$ cat config.mk
export PLATFORM = sky130hd
export DESIGN_NAME = hsd_slot_dma_sched
export DESIGN_NICKNAME = d
export VERILOG_FILES = /design/src/rtl/hsd_pkg.sv /design/src/rtl/hsd_lowest_pick.sv /design/src/rtl/hsd_stage_alloc.sv /design/src/rtl/hsd_in_sched.sv /design/src/rtl/hsd_out_writer.sv /design/src/rtl/hsd_slot_dma_sched.sv
export SDC_FILE = /design/constraint.sdc
export NUM_CORES = 1
export LEC_CHECK = 0
export ABC_AREA = 1
export BUFFER_PORTS_ARGS = -buffer_cell sky130_fd_sc_hd__buf_2
export CORE_MARGIN = 2
export CORE_UTILIZATION = 34
export CTS_BUF_LIST = sky130_fd_sc_hd__clkbuf_4 sky130_fd_sc_hd__clkbuf_8 sky130_fd_sc_hd__clkbuf_16
export DETAILED_ROUTE_END_ITERATION = 7
export PLACE_DENSITY = 0.68
export REMOVE_ABC_BUFFERS = 1
export SLEW_MARGIN = 20
export SYNTH_ARGS = -nofsm -noshare
export SYNTH_HDL_FRONTEND = slang
export SYNTH_SLANG_ARGS = --single-unit
$ cat constraint.sdc
create_clock -name clk -period 3.2 [get_ports clk]
set_input_delay 0.32 -clock clk [delete_from_list [all_inputs] [get_ports clk]]
set_output_delay 0.32 -clock clk [all_outputs]
set_load 0.02 [all_outputs]
$ cat src/rtl/hsd_pkg.sv
package hsd_pkg;

    typedef enum logic {
        IN_SCAN = 1'b0,
        IN_XFER = 1'b1
    } in_state_e;

    typedef enum logic {
        OUT_IDLE  = 1'b0,
        OUT_WRITE = 1'b1
    } out_state_e;

endpackage

$ cat src/rtl/hsd_lowest_pick.sv
module hsd_lowest_pick #(
    parameter int N = 64,
    localparam int IW = (N > 1) ? $clog2(N) : 1
) (
    input  logic [N-1:0]  vec_i,
    output logic          found_o,
    output logic [IW-1:0] idx_o
);

    always_comb begin
        idx_o = '0;
        for (int i = N - 1; i >= 0; i--) begin
            if (vec_i[i]) begin
                idx_o = IW'(i);
            end
        end
        found_o = |vec_i;
    end

endmodule

$ cat src/rtl/hsd_stage_alloc.sv
module hsd_stage_alloc (
    input  logic       clk,
    input  logic       rst_n,
    input  logic       grant_i,
    input  logic       grant_sel_i,
    input  logic [1:0] release_i,
    output logic       avail_o,
    output logic       pick_o
);

    typedef struct packed {
        logic [1:0] busy;
        logic       pref;
    } alloc_regs_t;

    alloc_regs_t q, d;

    always_comb begin
        d      = q;
        d.busy = q.busy & ~release_i;
        if (grant_i) begin
            d.busy[grant_sel_i] = 1'b1;
            d.pref              = ~grant_sel_i;
        end
    end

    always_ff @(posedge clk) begin
        if (!rst_n) begin
            q <= '0;
        end else begin
            q <= d;
        end
    end

    always_comb begin
        pick_o  = q.busy[q.pref] ? ~q.pref : q.pref;
        avail_o = ~&q.busy;
    end

endmodule

$ cat src/rtl/hsd_in_sched.sv
module hsd_in_sched
    import hsd_pkg::*;
#(
    parameter int NUM_SLOTS = 64,
    localparam int SLOT_W = $clog2(NUM_SLOTS)
) (
    input  logic                 clk,
    input  logic                 rst_n,
    input  logic [NUM_SLOTS-1:0] in_full_i,
    input  logic                 dma_done_i,
    input  logic [1:0]           stg_release_i,
    output logic                 dma_req_o,
    output logic [SLOT_W-1:0]    dma_slot_o,
    output logic                 dma_buf_o,
    output logic                 in_clr_valid_o,
    output logic [SLOT_W-1:0]    in_clr_slot_o
);

    typedef struct packed {
        in_state_e            state;
        logic [NUM_SLOTS-1:0] snap;
        logic [SLOT_W-1:0]    slot;
        logic                 stg;
    } in_regs_t;

    in_regs_t q, d;

    logic              pick_found;
    logic [SLOT_W-1:0] pick_idx;
    logic              stg_avail;
    logic              stg_pick;
    logic              grant;

    hsd_lowest_pick #(.N(NUM_SLOTS)) i_pick (
        .vec_i   (q.snap),
        .found_o (pick_found),
        .idx_o   (pick_idx)
    );

    hsd_stage_alloc i_alloc (
        .clk         (clk),
        .rst_n       (rst_n),
        .grant_i     (grant),
        .grant_sel_i (d.stg),
        .release_i   (stg_release_i),
        .avail_o     (stg_avail),
        .pick_o      (stg_pick)
    );

    always_comb begin
        d     = q;
        grant = 1'b0;
        unique case (q.state)
            IN_SCAN: begin
                if (!pick_found) begin
                    d.snap = in_full_i;
                end else if (stg_avail) begin
                    d.state = IN_XFER;
                    d.slot  = pick_idx;
                    d.stg   = stg_pick;
                    grant   = 1'b1;
                end
            end
            IN_XFER: begin
                if (dma_done_i) begin
                    d.state        = IN_SCAN;
                    d.snap[q.slot] = 1'b0;
                end
            end
            default: d = q;
        endcase
    end

    always_ff @(posedge clk) begin
        if (!rst_n) begin
            q <= '0;
        end else begin
            q <= d;
        end
    end

    always_comb begin
        dma_req_o      = (q.state == IN_XFER);
        dma_slot_o     = q.slot;
        dma_buf_o      = q.stg;
        in_clr_valid_o = (q.state == IN_XFER) && dma_done_i;
        in_clr_slot_o  = q.slot;
    end

endmodule

$ cat src/rtl/hsd_out_writer.sv
module hsd_out_writer
    import hsd_pkg::*;
#(
    parameter int NUM_SLOTS = 64,
    localparam int SLOT_W = $clog2(NUM_SLOTS)
) (
    input  logic                 clk,
    input  logic                 rst_n,
    input  logic                 res_valid_i,
    input  logic [SLOT_W-1:0]    res_slot_i,
    input  logic [NUM_SLOTS-1:0] out_full_i,
    input  logic                 out_done_i,
    output logic                 res_ready_o,
    output logic                 out_req_o,
    output logic [SLOT_W-1:0]    out_slot_o,
    output logic                 out_set_valid_o,
    output logic                 irq_o
);

    typedef struct packed {
        out_state_e        state;
        logic [SLOT_W-1:0] slot;
        logic              irq;
    } out_regs_t;

    out_regs_t q, d;
    logic      accept;

    always_comb begin
        d      = q;
        d.irq  = 1'b0;
        accept = 1'b0;
        unique case (q.state)
            OUT_IDLE: begin
                if (res_valid_i && !out_full_i[res_slot_i]) begin
                    accept  = 1'b1;
                    d.state = OUT_WRITE;
                    d.slot  = res_slot_i;
                end
            end
            OUT_WRITE: begin
                if (out_done_i) begin
                    d.state = OUT_IDLE;
                    d.irq   = 1'b1;
                end
            end
            default: d = q;
        endcase
    end

    always_ff @(posedge clk) begin
        if (!rst_n) begin
            q <= '0;
        end else begin
            q <= d;
        end
    end

    always_comb begin
        res_ready_o     = accept;
        out_req_o       = (q.state == OUT_WRITE);
        out_slot_o      = q.slot;
        out_set_valid_o = (q.state == OUT_WRITE) && out_done_i;
        irq_o           = q.irq;
    end

endmodule

$ cat src/rtl/hsd_slot_dma_sched.sv
module hsd_slot_dma_sched #(
    parameter int NUM_SLOTS = 64,
    localparam int SLOT_W = $clog2(NUM_SLOTS)
) (
    input  logic                 clk,
    input  logic                 rst_n,
    input  logic [NUM_SLOTS-1:0] in_full_i,
    output logic                 in_clr_valid_o,
    output logic [SLOT_W-1:0]    in_clr_slot_o,
    output logic                 dma_req_o,
    output logic [SLOT_W-1:0]    dma_slot_o,
    output logic                 dma_buf_o,
    input  logic                 dma_done_i,
    input  logic [1:0]           stg_release_i,
    input  logic                 res_valid_i,
    input  logic [SLOT_W-1:0]    res_slot_i,
    output logic                 res_ready_o,
    input  logic [NUM_SLOTS-1:0] out_full_i,
    output logic                 out_req_o,
    output logic [SLOT_W-1:0]    out_slot_o,
    input  logic                 out_done_i,
    output logic                 out_set_valid_o,
    output logic                 irq_o
);

    hsd_in_sched #(.NUM_SLOTS(NUM_SLOTS)) i_in_sched (
        .clk            (clk),
        .rst_n          (rst_n),
        .in_full_i      (in_full_i),
        .dma_done_i     (dma_done_i),
        .stg_release_i  (stg_release_i),
        .dma_req_o      (dma_req_o),
        .dma_slot_o     (dma_slot_o),
        .dma_buf_o      (dma_buf_o),
        .in_clr_valid_o (in_clr_valid_o),
        .in_clr_slot_o  (in_clr_slot_o)
    );

    hsd_out_writer #(.NUM_SLOTS(NUM_SLOTS)) i_out_writer (
        .clk             (clk),
        .rst_n           (rst_n),
        .res_valid_i     (res_valid_i),
        .res_slot_i      (res_slot_i),
        .out_full_i      (out_full_i),
        .out_done_i      (out_done_i),
        .res_ready_o     (res_ready_o),
        .out_req_o       (out_req_o),
        .out_slot_o      (out_slot_o),
        .out_set_valid_o (out_set_valid_o),
        .irq_o           (irq_o)
    );

endmodule

==> summary.md <==
The run finished, with violations left. The checks that failed: setup timing. No sink is reached through more buffers than the 2 on the longest clock path. In this run, the number of DRC markers left after iteration 0 of detailed routing was 421. The clock slew at the register clock pins of the worst setup and hold paths is 0.06 ns. Flop and latch count out of synthesis: 83. The Yosys step of the flow raised 0 warnings.

On the critical path the largest part of the delay comes from simple AND/OR/NAND/NOR gates. Summed over all failing endpoints, the final setup total negative slack is -0.337 ns. The power per standard cell area was 821 mW/mm2; the average instance area after synthesis was 6.26 um2. At the end of the flow, the number of nets in the layout was 1,074. The die covers 0.0153 mm2.

The floorplan has 43 rows. Based on the critical path, the design can be clocked at up to 0.283 GHz. The run gives 30 as the unique cell type count in the Yosys netlist.

After layout, the worst path uses 111% of the clock period. The data required time at the worst endpoint was 3.41 ns. The largest individual stage delay along the critical path comes from the cell sky130_fd_sc_hd__dfxtp_2. For the pin with the worst max-slew slack, the measured transition is 0.859 ns. In this run the count of I/O pins placed on the die edge is 166. The number of buffers and inverters on the critical path works out to 1.

The total cell area at the placement stage is 0.00588 mm2. The tree is rooted in a sky130_fd_sc_hd__clkbuf_16. After filler insertion, the fill cell instance count of the layout stands at 1,518. After synthesis, flip-flops and latches occupy 34.1% of the total area. Via density per instance: 5.06. The wire-length estimate of the detail-placed layout is 11,600 um. Subtracting the final worst setup slack from the clock period gives 3.54 ns. Counting every sink on the clock net gives 83.

OpenSTA, run right after detailed placement, puts the worst setup slack at -0.301 ns. Total power for the finished layout comes to 5.12 mW. The minimum hold slack is 0.223 ns, and the power spent charging and discharging nets is 2.19 mW. The number of standard cells after synthesis was 779; the fraction of power spent switching nets was 42.7%.

The fraction of power consumed by the clock network came out at 23.8%. The run gives 1 as the final-report setup violation count. During placement, the flow inserted port buffers numbering 165. STA classifies the critical path startpoint as a register. The number of hold buffers added after CTS was 0. The tools report the endpoint type of the worst setup path as a register. The number of diodes added for antenna fixing was 0.

The storage element area was 0.00167 mm2; the leakage power was 2.84 nW. The number of remaining DRC errors came out at 0. The aggregate routed wire length is 15,800 um, and the maximum number of pins on one net before global-route repair is 61. The hold violation total from the final report is 0, and the critical path's largest stage delay is 0.33 ns. In this run, CTS created clock tree buffers numbering 9. The run gives -0.337 ns as the post-route worst setup slack. The core region is 0.0139 mm2.

The internal power of the cells totals 2.94 mW. Between clock sinks in the finished design, the worst skew comes to 0.00874 ns. The largest fanout on the critical path is 2. Data on the critical path arrives at its endpoint at 3.75 ns. The average detailed-routed wire length per instance is 14.1 um. TritonCTS built the clock tree.

IR analysis of the VDD net gives a maximum drop of 0.000438 V. CTS built an H-tree with a depth of 3. The count of cells in the finished layout, fillers not included, comes to 1,118.

The final-report max-slew violation count was 0; the floorplan die width was 124 um. In this run the tightest slew margin relative to its limit is 42.3%. The worst hold path belongs to the class in2reg.

Routability-driven placement finished with a final weighted congestion of 0.901. From synthesis to final layout, the design area changed by 28.1%. The run gives 0.35 ns as the clock latency on the worst-skew pair. The first detailed-routing pass took 5 iterations.

The number of nets still failing antenna checks after routing was 0. Of the cells placed in the final design, the portion with a size suffix greater than 1 is 23.5%. The finished cells cover 0.00624 mm2.

For this configuration, the core starts out at a cell density of 35.0%. The global-route usage over all layers came out at 21.2%. In the final layout, the multi-input gates occupy 0.00264 mm2. The logs give 0.00487 mm2 for the post-synthesis instance area and 1,102 for the number of placed cells counting well taps. The critical path is of the reg2reg type.

In this run, flip-flops and latches consume 28.3% of the power. The run gives 0 as the remaining global-route overflow. Max-cap violations in this run came to 0. The run gives 44.8% as the final design utilization. Among the stages of the critical path, the cell type that occurs most often is sky130_fd_sc_hd__nand2_1. The run gives 0 as the count of buffers added by post-CTS timing repair for setup. Combinational logic burns 47.9% of the power. The logs give 0 for the number of antenna violations at the first check in global routing and 25,300 um for the wire length of the first global-routing pass. Setup repair after global routing could not meet its margin everywhere. The routed layout has 5,659 vias. From bottom edge to top edge, the die measures 124 um. Number of global-route vias before repair: 5,286.
-- Yosys cell counts (all sizes together) --
master	number	share of area (%)
a211oi	9	1.4
a21oi	75	7.8
a311oi	1	0.18
a31oi	2	0.26
a32oi	15	2.7
buf	17	2.0
bufinv	3	1.1
clkbuf	25	1.9
clkinv	5	0.39
dfxtp	83	34
inv	84	6.5
nand2	154	12
nand3	14	1.4
nand3b	1	0.15
nor2	102	7.9
nor3	15	1.5
nor4	1	0.13
o211a	1	0.21
o21ai	148	15
o21bai	2	0.31
o221ai	3	0.54
o22ai	16	2.1
o31ai	1	0.15
o32ai	1	0.18
or2	1	0.13
-- flip-flops by register name (all words and copies together), names as in the netlist --
register                 cells
i_in_sched.q                64
i_in_sched.dma_slot_o        6
i_out_writer.out_slot_o      6
i_in_sched.i_alloc.q         3
i_in_sched.dma_buf_o         1
i_in_sched.dma_req_o         1
i_out_writer.irq_o           1
i_out_writer.out_req_o       1
-- power groups by stage --
stage                     clock [mW]  combinational (mW)  sequential (mW)
after global placement             0                2.40             1.45
after detailed placement           0                2.42             1.46
after CTS                       1.24                2.44             1.44
after global routing            1.28                2.83             1.48
final                           1.22                2.45             1.45
after floorplan                    0                1.62             1.52
-- cell type report --
type                            count  area share (%)
Multi-Input combinational cell    562            42.2
Sequential cell                    83            26.7
Timing Repair Buffer              185            15.6
Inverter                           92            6.19
Clock buffer                       12            4.07
Tap cell                          180            3.61
Clock inverter                      4            1.56
-- final timing paths --
path	start	slack, ns	end	cells past startpoint
setup / recovery	i_in_sched.q[69]$_SDFFE_PN0P_	-0.34	i_in_sched.dma_slot_o[0]$_SDFFE_PN0P_	65
hold / removal	stg_release_i[0]	0.22	i_in_sched.i_alloc.q[1]$_SDFF_PN0_	4
setup reg to reg	i_in_sched.q[69]$_SDFFE_PN0P_	-0.34	i_in_sched.dma_slot_o[0]$_SDFFE_PN0P_	65
hold reg to reg	i_in_sched.i_alloc.q[0]$_SDFFE_PN0P_	0.46	i_in_sched.i_alloc.q[0]$_SDFFE_PN0P_	2
-- kinds of logic after synthesis --
kind of cell,count (synthesis),share of synthesized area (%)
and+or+nand+nor,288,23.1
AOI/OAI and AO/OA,274,30.9
buffers and inverters,134,11.9
DFF,83,34.1
-- routing by layer --
metal	share of wire, %	up-vias	global-route usage (%)
met5	0	-	0
met4	2.5	0	6.68
met3	7.4	30	4.58
met2	45	185	34.8
met1	45	2524	27.7
li1	-	2920	-
-- placed cells by master, fill, tap and decap left out, drive strengths merged --
master and count:
nor3 15, buf 185, or2 1, o21bai 2
nand2 154, a211oi 9, clkbuf 12, nand3 14
nor2 102, a311oi 1, inv 84, o211a 1
o32ai 1, bufinv 6, nand3b 1, a31oi 2
nor4 1, a21oi 75, o21ai 148, clkinv 5
o22ai 16, o221ai 3, dfxtp 83, a32oi 15
o31ai 1, clkinvlp 1
-- repair_timing --
item | in CTS | in global routing
resized for setup | 1 | 4
endpoints found under the setup margin | 1 | 1
pin swaps | 1 | 0
endpoints found under the hold margin | 0 | 0
-- worst reg2reg max path, delay by kind of cell (launching register included) --
kind	cells	cell delay, ns
AO/OA/AOI/OAI	1	0.05
buffers and inverters	1	0.03
flip-flops	1	0.33
AND/OR/NAND/NOR	63	3.01
Power figures use the tool's default switching activity.
